$ cat src/rtl/hbus_pkg.sv
// Shared widths and helpers for the host bus bridge.
// Assumes the host half-word is two bytes and the core word is two half-words.
package hbus_pkg;
    localparam int HALF_W = 16;
    localparam int WORD_W = 2 * HALF_W;
    localparam int ADDR_W = 7;
    localparam int IDX_W  = ADDR_W - 1;

    // Exchange the two bytes of a half-word
    function automatic logic [HALF_W-1:0] byte_swap(input logic [HALF_W-1:0] v);
        byte_swap = {v[HALF_W/2-1:0], v[HALF_W-1:HALF_W/2]};
    endfunction
endpackage

$ cat src/rtl/hb_sync.sv
// Multi-bit two-stage synchronizer for independent asynchronous levels.
// Assumes each bit is a slow level (host strobes) that idles at 1.
module hb_sync #(
    parameter int N      = 3,
    parameter int STAGES = 2
) (
    input  logic         clk,
    input  logic         rst_n,
    input  logic [N-1:0] async_in,
    output logic [N-1:0] sync_out
);
    genvar i;
    generate
        for (i = 0; i < N; i++) begin : g_bit
            logic [STAGES-1:0] chain;
            // Shift the level through the flop chain; reset to idle-high
            always_ff @(posedge clk) begin
                if (!rst_n) chain <= '1;
                else        chain <= {chain[STAGES-2:0], async_in[i]};
            end
            assign sync_out[i] = chain[STAGES-1];
        end
    endgenerate
endmodule

$ cat src/rtl/hb_steer.sv
// Address steering: picks the data FIFO port or the register space and
// the half-word select. Assumes bit 0 of the address is the half select.
module hb_steer
    import hbus_pkg::*;
(
    input  logic              fifo_sel,
    input  logic [ADDR_W-1:0] addr,
    output logic              to_fifo,
    output logic              half_hi,
    output logic [IDX_W-1:0]  csr_idx
);
    // FIFO port when forced, or when the upper address field is zero
    always_comb begin
        to_fifo = fifo_sel || (addr[ADDR_W-1:2] == '0);
        half_hi = addr[0];
        csr_idx = addr[ADDR_W-1:1];
    end
endmodule

$ cat src/rtl/hb_pack.sv
// Width conversion: joins write halves into a word and splits read words.
// Assumes rd_start and wr_end are single-cycle events with steering stable.
module hb_pack
    import hbus_pkg::*;
(
    input  logic              clk,
    input  logic              rst_n,
    input  logic              rd_start,
    input  logic              wr_end,
    input  logic              wr_ok,
    input  logic              to_fifo,
    input  logic              half_hi,
    input  logic              big_end,
    input  logic [HALF_W-1:0] wdata,
    input  logic [WORD_W-1:0] csr_rdata,
    input  logic [WORD_W-1:0] rx_rdata,
    output logic [HALF_W-1:0] rdata,
    output logic              csr_wr,
    output logic              tx_push,
    output logic [WORD_W-1:0] wword,
    output logic              rx_pop
);
    logic [HALF_W-1:0] wr_lo;
    logic [WORD_W-1:0] rd_hold;
    logic [HALF_W-1:0] win;
    logic [WORD_W-1:0] fetch;

    // Byte-order adjust of the incoming half and selection of the read source
    always_comb begin
        win   = big_end ? byte_swap(wdata) : wdata;
        fetch = to_fifo ? rx_rdata : csr_rdata;
    end

    // Read side: fetch the word on the low half, return halves, pop on high
    always_ff @(posedge clk) begin
        if (!rst_n) begin
            rd_hold <= '0;
            rdata   <= '0;
            rx_pop  <= 1'b0;
        end else begin
            rx_pop <= 1'b0;
            if (rd_start) begin
                if (!half_hi) begin
                    rd_hold <= fetch;
                    rdata   <= big_end ? byte_swap(fetch[HALF_W-1:0]) : fetch[HALF_W-1:0];
                end else begin
                    rdata   <= big_end ? byte_swap(rd_hold[WORD_W-1:HALF_W])
                                       : rd_hold[WORD_W-1:HALF_W];
                    rx_pop  <= to_fifo;
                end
            end
        end
    end

    // Write side: store the low half, commit the word on the high half
    always_ff @(posedge clk) begin
        if (!rst_n) begin
            wr_lo   <= '0;
            wword   <= '0;
            csr_wr  <= 1'b0;
            tx_push <= 1'b0;
        end else begin
            csr_wr  <= 1'b0;
            tx_push <= 1'b0;
            if (wr_end && wr_ok) begin
                if (!half_hi) begin
                    wr_lo <= win;
                end else begin
                    wword   <= {win, wr_lo};
                    csr_wr  <= !to_fifo;
                    tx_push <= to_fifo;
                end
            end
        end
    end
endmodule

$ cat src/rtl/hbus_bridge.sv
// Top of the asynchronous host bus bridge. Synchronizes the strobes,
// captures address and data while a qualified strobe is low, derives
// read/write events, enforces the write lockout and raises wake requests.
// Assumes the host holds address and data stable while its strobe is low,
// and keeps each strobe low and each gap high for at least three clocks.
module hbus_bridge
    import hbus_pkg::*;
(
    input  logic              clk,
    input  logic              rst_n,
    input  logic              hb_cs_n,
    input  logic              hb_rd_n,
    input  logic              hb_wr_n,
    input  logic              hb_fifo_sel,
    input  logic [ADDR_W-1:0] hb_addr,
    input  logic [HALF_W-1:0] hb_wdata,
    output logic [HALF_W-1:0] hb_rdata,
    input  logic              big_end,
    input  logic              pwr_save,
    output logic              wake_req,
    output logic [IDX_W-1:0]  csr_addr,
    input  logic [WORD_W-1:0] csr_rdata,
    output logic              csr_wr,
    output logic [WORD_W-1:0] csr_wdata,
    output logic              tx_push,
    output logic [WORD_W-1:0] tx_wdata,
    input  logic [WORD_W-1:0] rx_rdata,
    output logic              rx_pop
);
    logic [2:0]        strobe_s;
    logic              rd_act, wr_act, rd_prev, wr_prev;
    logic              rd_start, rd_end, wr_start, wr_end;
    logic              locked;
    logic              cap_fsel;
    logic [ADDR_W-1:0] cap_addr;
    logic [HALF_W-1:0] cap_wdata;
    logic              to_fifo, half_hi;
    logic [WORD_W-1:0] wword;

    hb_sync #(.N(3), .STAGES(2)) u_sync (
        .clk      (clk),
        .rst_n    (rst_n),
        .async_in ({hb_wr_n, hb_rd_n, hb_cs_n}),
        .sync_out (strobe_s)
    );

    // Qualified strobes and their edges in the core domain
    always_comb begin
        rd_act   = !strobe_s[0] && !strobe_s[1];
        wr_act   = !strobe_s[0] && !strobe_s[2];
        rd_start = rd_act && !rd_prev;
        rd_end   = !rd_act && rd_prev;
        wr_start = wr_act && !wr_prev;
        wr_end   = !wr_act && wr_prev;
    end

    // Previous qualified strobe levels for edge detection
    always_ff @(posedge clk) begin
        if (!rst_n) begin
            rd_prev <= 1'b0;
            wr_prev <= 1'b0;
        end else begin
            rd_prev <= rd_act;
            wr_prev <= wr_act;
        end
    end

    // Capture address, FIFO select and data while a qualified pin strobe is low
    always_ff @(posedge clk) begin
        if (!rst_n) begin
            cap_addr  <= '0;
            cap_fsel  <= 1'b0;
            cap_wdata <= '0;
        end else if (!hb_cs_n && (!hb_rd_n || !hb_wr_n)) begin
            cap_addr  <= hb_addr;
            cap_fsel  <= hb_fifo_sel;
            cap_wdata <= hb_wdata;
        end
    end

    // Write lockout: set by reset and power saving, released by a finished read
    always_ff @(posedge clk) begin
        if (!rst_n)              locked <= 1'b1;
        else if (pwr_save)       locked <= 1'b1;
        else if (rd_end)         locked <= 1'b0;
    end

    // Wake request on any write cycle starting during power saving
    always_ff @(posedge clk) begin
        if (!rst_n) wake_req <= 1'b0;
        else        wake_req <= wr_start && pwr_save;
    end

    hb_steer u_steer (
        .fifo_sel (cap_fsel),
        .addr     (cap_addr),
        .to_fifo  (to_fifo),
        .half_hi  (half_hi),
        .csr_idx  (csr_addr)
    );

    hb_pack u_pack (
        .clk       (clk),
        .rst_n     (rst_n),
        .rd_start  (rd_start),
        .wr_end    (wr_end),
        .wr_ok     (!locked),
        .to_fifo   (to_fifo),
        .half_hi   (half_hi),
        .big_end   (big_end),
        .wdata     (cap_wdata),
        .csr_rdata (csr_rdata),
        .rx_rdata  (rx_rdata),
        .rdata     (hb_rdata),
        .csr_wr    (csr_wr),
        .tx_push   (tx_push),
        .wword     (wword),
        .rx_pop    (rx_pop)
    );

    assign csr_wdata = wword;
    assign tx_wdata  = wword;
endmodule

$ cat config.mk
export PLATFORM = sky130hd
export DESIGN_NAME = hbus_bridge
export DESIGN_NICKNAME = d
export VERILOG_FILES = /design/src/rtl/hbus_pkg.sv /design/src/rtl/hb_sync.sv /design/src/rtl/hb_steer.sv /design/src/rtl/hb_pack.sv /design/src/rtl/hbus_bridge.sv
export SDC_FILE = /design/constraint.sdc
export NUM_CORES = 1
export LEC_CHECK = 0
export CAP_MARGIN = 10
export CORE_MARGIN = 2
export CORE_UTILIZATION = 41
export CTS_BUF_LIST = sky130_fd_sc_hd__clkbuf_4
export CTS_CLUSTER_SIZE = 28
export DETAILED_ROUTE_END_ITERATION = 12
export PLACE_DENSITY = 0.71
export SYNTH_ARGS = -nofsm -noshare
export SYNTH_HDL_FRONTEND = slang
export SYNTH_SLANG_ARGS = --single-unit
$ cat constraint.sdc
create_clock -name clk -period 2.7 [get_ports clk]
set_input_delay 0.27 -clock clk [delete_from_list [all_inputs] [get_ports clk]]
set_output_delay 0.27 -clock clk [all_outputs]
set_load 0.01 [all_outputs]
## After elaboration in Yosys (flattened, before gate mapping)

Index checks and enable logic that the tools add are counted.
W data, S select, Z words.

- Input bits: 95
- Flip-flop bits (word level): 133
- Output and inout bits: 90
- Logic and storage cells: 56

- Bitwise operators: 2
- Reductions and logical operators: 31
- Muxes and demuxes: 6

Operators by type and width:

| operator | number |
|---|---|
| $mux W16 | 4 |
| $mux W32 | 1 |
| $logic_not A1 Y1 | 12 |
| $reduce_and A2 Y1 | 5 |
| $logic_and A1 B1 Y1 | 9 |
| $logic_not A5 Y1 | 1 |
| $reduce_and A3 Y1 | 1 |
| $logic_or A1 B1 Y1 | 2 |
| $not A1 Y1 | 2 |
| $reduce_or A2 Y1 | 1 |
| $mux W1 | 1 |

## Logic depth before layout (Yosys ltp)

Gate-level depths: netlist of run 1.

- Word-level depth: 6
- Depth in mapped cells: 7
- Depth with buffers taken out: 4

## Cells and area by module

Synthesis of run 1 repeated with hierarchy kept, for this count alone.

- Cell total of the unflattened synthesis: 561
- Area, all modules: 5469.0 um^2

Modules (own cells, without submodules):

| module | cells each | area an instance (um^2) | instances |
|---|---|---|---|
| hb_pack | 388 | 3863.7 | 1 |
| hbus_bridge | 149 | 1357.6 | 1 |
| hb_sync | 15 | 180.2 | 1 |
| hb_steer | 9 | 67.6 | 1 |

## Worst setup path before layout of run 1

OpenSTA, ideal clock, no wires.

- Path type: reg-to-reg
- Start point: register cap_addr[6]
- End point: register u_pack.rdata[10]
- Slack: 0.865 ns
- Path buffers: 1
- Data arrival time: 1.713 ns
- Clock period less this slack: 1.835 ns
- Setup time: 0.122 ns
- Cell stages (with the launch flop): 6
- Required time: 2.578 ns
- Path through: dfxtp_1 -> nor3_2 -> a21oi_4 -> buf_12 -> mux4_2 -> a221o_1

- Longest elaborated chain between the ends: 5

RTL lines:

| element | RTL line | source |
|---|---|---|
| from (decl) | hbus_bridge.sv:35 | `logic [ADDR_W-1:0] cap_addr;` |
| from (signal assigned) | hbus_bridge.sv:75 | `cap_addr <= hb_addr;` |
| $logic_not A5 Y1 | hb_steer.sv:14 | `to_fifo = fifo_sel \|\| (addr[ADDR_W-1:2] == '0);` |
| $logic_or A1 B1 Y1 | hb_steer.sv:14 |  |
| $mux W32 | hb_pack.sv:31 | `fetch = to_fifo ? rx_rdata : csr_rdata;` |
| $mux W16 | hb_pack.sv:45 | `rdata <= big_end ? byte_swap(fetch[HALF_W-1:0]) : fetch[HALF_W-1:0];` |
| $mux W16 | hb_pack.sv:43 | `if (!half_hi) begin` |
| to (signal assigned) | hb_pack.sv:45 |  |
| to (signal assigned) | hb_pack.sv:47 | `rdata <= big_end ? byte_swap(rd_hold[WORD_W-1:HALF_W])` |
| to (decl) | hb_pack.sv:17 | `output logic [HALF_W-1:0] rdata,` |

Every way passes these cells.
A chain may end at the register's enable or synchronous reset.

## Final worst setup path of run 1

- Start point: register cap_addr[2]
- End point: register u_pack.rdata[14]

The elaborated chain is that of the path after synthesis.

==> results_dict.tcl, run 1 <==
set metrics [dict create \
    outcome "complete, no violations" \
    synth_edf_count 0 \
    die-area_mm2 0.0137 \
    synthTopCellsByCount "nand2_1 (131), dfxtp_1 (117), mux2i_1 (48)" \
    synth_seq_cells 117 \
    path_clk_slew_ps 130 \
    netlist_area_mm2 0.00525 \
    regArea_mm2 0.00234 \
    drt_iter0_markers 249 \
    yosysWarnings 0 \
    crit_start "cap_addr[2]" \
    gp_congestion 0.912 \
    insertion_delay_ps 540 \
    setup_viol 0 \
    postLayoutCellArea_mm2 0.00725 \
    vias 4378 \
    cts_buffers 17 \
    drv_slew 0 \
    grt_pass1_vias 4442 \
    core_mm2 0.0126 \
    grtUsageTotal_pct 20.4 \
    crit_path_max_fanout 17 \
    max_freq_mhz 464 \
    fill_cells 1113 \
    firstDrtPassIters 4 \
    path_delay_family "compound AO/OA/AOI/OAI gates" \
    portBuffers 184 \
    ff2ff_setup_slack_ps 540 \
    synth_area_leaders "dfxtp_1 (45%), nand2_1 (9.4%), mux2i_1 (9.2%), o211a_1 (6.1%), a21boi_0 (5.7%)" \
    crit_end "u_pack.rdata[14]" \
    htreeDepth 4 \
    die_height_um 117 \
    drc 0 \
    cts-root-buf "clkbuf_4" \
    cp.depth 4 \
    grt_max_degree 66 \
    overflow 0 \
    wirelength_um 13900 \
    std_cell_rows 41 \
    max_stage_delay_ps 650 \
    syn_nets 629 \
    hold_viol_final 0 \
    avgViaCountPerCell 5.11 \
    ir_drop_uv 259 \
    holdCritPathClass "in -> reg" \
    synth_top_area_cell "dfxtp_1" \
    postCtsHoldBufs 0 \
    diodes 0 \
    cts_buffer_depth 2 \
    synth_cells 534 \
    clkSinkCount 117 \
    synth.yosys.seq_area_share_pct 44.6 \
    cts_tree "built" \
    period_minus_slack_ps 2160 \
    timing.final.crit_share_pct 79.9 \
    max_slew_margin_pct 47.8 \
    place_hpwl_um 10100 \
    r2r_cells 4 \
    tightest_slew_ps 778 \
    avgSynthCellArea_um2 9.82 \
    antenna_found_initial 0 \
    async_flop_share_pct 0 \
    pin_count 185 \
    initial_core_util_pct 41.7 \
    yosysUniqueCellTypes 33 \
    worst-setup-path-type "reg -> reg" \
    worstReg2RegStart "cap_addr[2]" \
    powerDensity_mw_per_mm2 490 \
    crit_buf_inv 0 \
    post_cts_resized 0 \
    multi_input_area_mm2 0.00251 \
    yosys.area.top_type_share_pct 44.6 \
    leakage_nw 3.03 \
    avgRoutedWirePerCell_um 16.2 \
    worstSetupStartpointType "flop" \
    cts_setup_buffers 0 \
    crit_chain "nor3_2 -> a21oi_4 -> mux4_1 -> a221o_1" \
    drv_cap 0 \
    grt_pass1_wl_um 21400 \
    crit_arrival_ps 2600 \
    endpoint_kind "flop" \
    die_w_um 117 \
    slowest_stage "mux4_1" \
    synth_flop_cell "dfxtp_1" \
    rsz0062_at_grt "false" \
    antenna_left 0 \
    final_nets 766 \
    drive_gt1_share_pct 7.89 \
    area_growth_syn_to_layout_pct 38.3 \
    finalSetupTns_ps 0 \
    synth_most_common_cell "nand2_1" \
    place_ws_ps 513 \
    fin_util_pct 57.7 \
    skew_ps 21.9 \
    dpl-instance-area_mm2 0.00695 \
    whs_ps 119 \
    r2r_end "u_pack.rdata[14]" \
    worstPathRequired_ps 3140 \
    setup_ws_ps 544 \
]
[power by group]
group | switching, mW | internal [mW] | leakage, nW
logic | 0.187 | 0.269 | 1.92
clock network | 0.747 | 0.574 | 0.160
registers | 0.0211 | 1.75 | 0.948
total | 0.955 | 2.60 | 3.03
[worst min-delay path by stage]
| stage | depth (start not counted) | end | startpoint |
|---|---|---|---|
| final | 2 | u_sync.g_bit[1].chain[0] | rst_n |
| after floorplan | 1 | u_sync.g_bit[0].chain[0] | hb_cs_n |
| after CTS | 2 | u_sync.g_bit[1].chain[0] | rst_n |
| after global routing | 2 | u_sync.g_bit[0].chain[0] | rst_n |
| after detailed placement | 1 | u_sync.g_bit[0].chain[1] | u_sync.g_bit[0].chain[0] |
| after global placement | 1 | u_sync.g_bit[0].chain[1] | u_sync.g_bit[0].chain[0] |
[per-layer routing]
metal | up-vias | track usage (%) | part of all wire, %
li1 | 2127 | - | -
met3 | 27 | 6.18 | 7.3
met2 | 165 | 35.5 | 49
met1 | 2059 | 23.5 | 41
met4 | 0 | 8.08 | 2.0
met5 | - | 0 | 0
[cells by family (layout without fill, tap and decap cells)]
logic type	count (synthesis)	count (layout)	synth area share [%]
buffers and inverters	72	222	8.04
multiplexers	64	64	16.5
AO/OA/AOI/OAI	109	109	17.2
AND/OR/NAND/NOR	172	172	13.6
flip-flops	117	117	44.6
[flip-flops by register name, summed over array words and instances, names as in the netlist, 6 cells and up]
| register | count |
|---|---|
| u_sync.g_bit.chain | 6 |
| u_pack.rd_hold | 16 |
| cap_addr | 7 |
| u_pack.rdata | 16 |
| u_pack.wr_lo | 16 |
| cap_wdata | 16 |
| u_pack.wword | 32 |
[area by class of cell]
type	instances	share of cell area, %
tap	172	2.97
timing repair buffer	190	26.0
clock inverter	15	2.36
sequential	117	32.3
multi-input combinational	345	34.6
clock buffer	17	1.76
[metrics by stage]
stage | instances | total power [mW]
after floorplan | 534 | 2.07
after global placement | 824 | 2.26
after detailed placement | 824 | 2.27
after CTS | 856 | 3.59
after global routing | 856 | 3.71
final | 856 | 3.55
[cells in the final DEF (no fill, tap or decap), drive strengths merged, types with 8 or more instances in the layout]
cell           netlist  routed
clkdlybuf4s50        0     182
nand2              131     131
dfxtp              117     117
mux2i               48      48
a21boi              40      40
o211a               32      32
nor2                21      21
o21ai               17      17
clkbuf              30      17
a221o               16      16
mux4                16      16
buf                 42       8
(Power assumes the default switching activity.)
==> inputs of run 2 (changes only) <==
==> constraint.sdc (replaced) <==
create_clock -name clk -period 2.1 [get_ports clk]
set_input_delay 0.21 -clock clk [delete_from_list [all_inputs] [get_ports clk]]
set_output_delay 0.21 -clock clk [all_outputs]
set_load 0.01 [all_outputs]
==> results_dict.tcl, run 2 (same netlist as run 1, synthesis figures left out) <==
set metrics [dict create \
    slowest_stage "mux4_1" \
    r2r_cells 5 \
    antenna_left 0 \
    leakage_nw 3.07 \
    gp_congestion 0.893 \
    post_cts_resized 0 \
    finalSetupTns_ps 0 \
    clkSinkCount 117 \
    postCtsHoldBufs 0 \
    crit_path_max_fanout 17 \
    worstReg2RegStart "cap_addr[6]" \
    hold_viol_final 0 \
    worstSetupStartpointType "flop" \
    cts_setup_buffers 0 \
    min_to "u_sync.g_bit[2].chain[1]" \
    cts_tree "built" \
    crit_arrival_ps 2230 \
    ir_drop_uv 352 \
    antenna_found_initial 0 \
    tightest_slew_ps 626 \
    worst-setup-path-type "reg -> reg" \
    die_height_um 117 \
    vias 4423 \
    holdCritPathClass "in -> reg" \
    drv_slew 0 \
    final_nets 769 \
    drive_gt1_share_pct 8.30 \
    initial_core_util_pct 41.7 \
    cts_buffer_depth 2 \
    diodes 0 \
    area_growth_syn_to_layout_pct 39.9 \
    overflow 0 \
    grt_max_degree 66 \
    avgRoutedWirePerCell_um 16.2 \
    pin_count 185 \
    firstDrtPassIters 6 \
    top_register "u_pack.wword" \
    whs_path_depth 2 \
    rsz0062_at_grt "false" \
    worstPathRequired_ps 2490 \
    max_freq_mhz 544 \
    skew_ps 25.7 \
    period_minus_slack_ps 1840 \
    grt_pass1_vias 4202 \
    cts-root-buf "clkbuf_4" \
    drc 0 \
    portBuffers 184 \
    die_w_um 117 \
    largest_register_ffs 32 \
    endpoint_kind "flop" \
    std_cell_rows 41 \
    timing.final.crit_share_pct 87.6 \
    powerDensity_mw_per_mm2 653 \
    max_slew_margin_pct 58.3 \
    path_clk_slew_ps 110 \
    insertion_delay_ps 510 \
    r2r_end "u_pack.rdata[14]" \
    die-area_mm2 0.0137 \
    mostFrequentLayoutCell "clkdlybuf4s50_1" \
    htreeDepth 4 \
    final_cell_mix "clkdlybuf4s50_1 (182), nand2_1 (131), dfxtp_1 (117), mux2i_1 (48), a21boi_0 (40)" \
    avgViaCountPerCell 5.15 \
    crit_chain "nor3_2 -> a21oi_4 -> buf_12 -> mux4_1 -> a221o_1" \
    setup_viol 0 \
    grtUsageTotal_pct 19.8 \
    wirelength_um 13900 \
    cts_buffers 17 \
    totalPowerFinal_mw 4.79 \
    outcome "complete, no violations" \
    core_mm2 0.0126 \
    ff2ff_setup_slack_ps 260 \
    max_stage_delay_ps 560 \
    min-delay-start "rst_n" \
    drv_cap 0 \
    place_hpwl_um 10300 \
    grt_pass1_wl_um 20700 \
    drt_iter0_markers 224 \
]
[run 2: cell count changes in the layout (fill, tap and decap cells not counted)]
cell	change
clkinv_4	-3
clkbuf_4	+2
bufinv_16	+2
clkinv_2	-1
buf_4	+1
inv_8	-1
buf_12	+2
clkinvlp_4	+1
[run 2: metrics by stage]
step | util, % | hold slack, ps | instances | cell area, um^2 | setup slack (ps)
after detailed placement | 55.7 | 401 | 827 | 7000 | 253
final | 58.4 | 91.2 | 859 | 7340 | 260
after CTS | 58.4 | 51.5 | 859 | 7340 | 240
after global routing | 58.4 | 52.6 | 859 | 7340 | 189
after global placement | 55.7 | 404 | 827 | 7000 | 317
after floorplan | - | 311 | 534 | 5250 | 265
[run 2: layout make-up]
type                    instances  area [um^2]
clock buffers                  19          143
clock inverters                13          196
fillers                      1080         5230
multi-input cells             345         2510
flip-flops and latches        117         2340
well taps                     172          215
repair buffers                193         1940
[run 2: worst max-delay path by stage]
stage / start / to / depth (start not counted)
2_1_floorplan: cap_addr[6] / u_pack.rdata[10] / 5
3_3_place_gp: cap_addr[6] / u_pack.rdata[14] / 5
3_5_place_dp: cap_addr[6] / u_pack.rdata[14] / 5
4_1_cts: cap_addr[6] / u_pack.rdata[14] / 5
5_1_grt: cap_addr[2] / u_pack.rdata[14] / 5
6_report: cap_addr[6] / u_pack.rdata[14] / 5
[run 2: power breakdown]
part | switching [mW] | leakage [nW] | internal (mW) | total, mW
registers | 0.0276 | 0.948 | 2.25 | 2.28
logic | 0.241 | 1.95 | 0.359 | 0.600
clock network | 0.915 | 0.175 | 0.995 | 1.91
total | 1.18 | 3.07 | 3.61 | 4.79
[run 2: per-layer routing]
layer  GRT usage, %  part of all wire [%]
met5              0                     0
met4           7.53                   2.1
met3           6.33                   8.1
met2           35.0                    49
met1           22.4                    41
[run 2: critical path: cells and delay by family (launching register included)]
| family | cells | cell delay [ps] |
|---|---|---|
| flip-flops | 1 | 380 |
| AND/OR/NAND/NOR | 1 | 80 |
| AO/OA/AOI/OAI | 2 | 540 |
| buffers and inverters | 1 | 190 |
| multiplexers | 1 | 560 |
==> inputs of run 3 (changes only) <==
--- a/config.mk
+++ b/config.mk
@@ -11,7 +11,7 @@
 export CTS_BUF_LIST = sky130_fd_sc_hd__clkbuf_4
 export CTS_CLUSTER_SIZE = 28
 export DETAILED_ROUTE_END_ITERATION = 12
-export PLACE_DENSITY = 0.71
+export PLACE_DENSITY = 0.74
 export SYNTH_ARGS = -nofsm -noshare
 export SYNTH_HDL_FRONTEND = slang
 export SYNTH_SLANG_ARGS = --single-unit
==> results_dict.tcl, run 3 (same netlist as run 1, synthesis figures left out) <==
set metrics [dict create \
    overflow 0 \
    cts_buffer_depth 2 \
    ff2ff_setup_slack_ps 280 \
    max_freq_mhz 548 \
    diodes 0 \
    grt_pass1_vias 4294 \
    drv_slew 0 \
    outcome "complete, no violations" \
    slowest_stage "mux4_1" \
    cts_buffers 17 \
    wirelength_um 13700 \
    grtUsageTotal_pct 19.8 \
    max_slew_margin_pct 60.8 \
    whs_path_depth 3 \
    std_cell_rows 41 \
    met2_length_um 6560 \
    top_register "u_pack.wword" \
    grt_pass1_wl_um 20600 \
    period_minus_slack_ps 1820 \
    post_cts_resized 0 \
    fill_cells 1098 \
    drv_cap 0 \
    clkSinkCount 117 \
    worstReg2RegStart "cap_addr[2]" \
    highest_layer "met4" \
    antenna_found_initial 0 \
    avgViaCountPerCell 5.05 \
    portBuffers 184 \
    drt_iter0_markers 273 \
    largest_register_ffs 32 \
    place_hpwl_um 10100 \
    rsz0062_at_grt "false" \
    finalSetupTns_ps 0 \
    ir_drop_uv 274 \
    skew_ps 15.4 \
    die-area_mm2 0.0137 \
    crit_arrival_ps 2230 \
    initial_core_util_pct 41.7 \
    holdCritPathClass "in -> reg" \
    die_w_um 117 \
    vias 4341 \
    fin_util_pct 58.3 \
    wl_met1_um 5850 \
    endpoint_kind "flop" \
    grt_max_degree 51 \
    r2r_end "u_pack.rdata[14]" \
    crit_chain "nor3_2 -> a21oi_4 -> buf_12 -> mux4_1 -> a221o_1" \
    pin_count 185 \
    hold_viol_final 0 \
    die_height_um 117 \
    cts-root-buf "clkbuf_4" \
    antenna_left 0 \
    tightest_slew_ps 586 \
    min_to "u_sync.g_bit[2].chain[1]" \
    wl_met3_um 1080 \
    r2r_cells 5 \
    area_growth_syn_to_layout_pct 39.8 \
    totalPowerFinal_mw 4.71 \
    drc 0 \
    gp_congestion 0.928 \
    avgRoutedWirePerCell_um 16.0 \
    worstSetupStartpointType "flop" \
    leakage_nw 3.06 \
    final_cell_mix "clkdlybuf4s50_1 (182), nand2_1 (131), dfxtp_1 (117), mux2i_1 (48), a21boi_0 (40)" \
    firstDrtPassIters 4 \
    final_nets 770 \
    htreeDepth 4 \
    mostFrequentLayoutCell "clkdlybuf4s50_1" \
    insertion_delay_ps 500 \
    cts_tree "built" \
    cts_setup_buffers 0 \
    timing.final.crit_share_pct 86.9 \
    path_clk_slew_ps 110 \
    min-delay-start "rst_n" \
    max_stage_delay_ps 550 \
    setup_viol 0 \
    powerDensity_mw_per_mm2 642 \
    drive_gt1_share_pct 8.28 \
    worstPathRequired_ps 2510 \
    postCtsHoldBufs 0 \
    crit_path_max_fanout 17 \
    worst-setup-path-type "reg -> reg" \
    core_mm2 0.0126 \
]
[run 3: worst max path at each step]
stage | start | cells after the start | endpoint | slack (ps)
3_3_place_gp | cap_addr[2] | 5 | u_pack.rdata[14] | 310
3_5_place_dp | cap_addr[2] | 5 | u_pack.rdata[14] | 260
2_1_floorplan | cap_addr[6] | 5 | u_pack.rdata[10] | 270
5_1_grt | cap_addr[2] | 5 | u_pack.rdata[14] | 180
6_report | cap_addr[2] | 5 | u_pack.rdata[14] | 280
4_1_cts | cap_addr[2] | 5 | u_pack.rdata[14] | 240
[run 3: final cells by class]
type	count	area [um^2]	area share (%)
Timing Repair Buffer	194	1940	26.5
Clock buffer	19	143	1.95
Tap cell	172	215	2.93
Sequential cell	117	2340	31.9
Clock inverter	13	181	2.47
Multi-Input combinational cell	345	2510	34.2
[run 3: where the power goes]
part | total [mW] | switching (mW) | internal, mW | leakage [nW]
clock network | 1.83 | 0.858 | 0.968 | 0.163
registers | 2.28 | 0.0276 | 2.25 | 0.948
logic | 0.602 | 0.242 | 0.360 | 1.95
total | 4.71 | 1.13 | 3.58 | 3.06
[run 3: critical path: cells and delay by family, from the launching register on]
| family | cells | cell delay [ps] |
|---|---|---|
| AOI/OAI and AO/OA | 2 | 530 |
| buffers and inverters | 1 | 190 |
| DFF | 1 | 380 |
| muxes | 1 | 550 |
| and+or+nand+nor | 1 | 80 |
[run 3: layer usage]
metal	track usage, %	vias up
li1	-	2129
met1	23.3	2024
met2	34.5	170
met3	5.56	18
met4	6.90	0
met5	0	-
[run 3: stage by stage]
stage | instances | setup slack, ps | hold slack, ps | instance area, um^2
2_1_floorplan | 534 | 265 | 311 | 5250
3_3_place_gp | 828 | 306 | 400 | 7010
3_5_place_dp | 828 | 258 | 394 | 7010
4_1_cts | 860 | 242 | 190 | 7330
5_1_grt | 860 | 181 | 214 | 7330
6_report | 860 | 275 | 236 | 7330
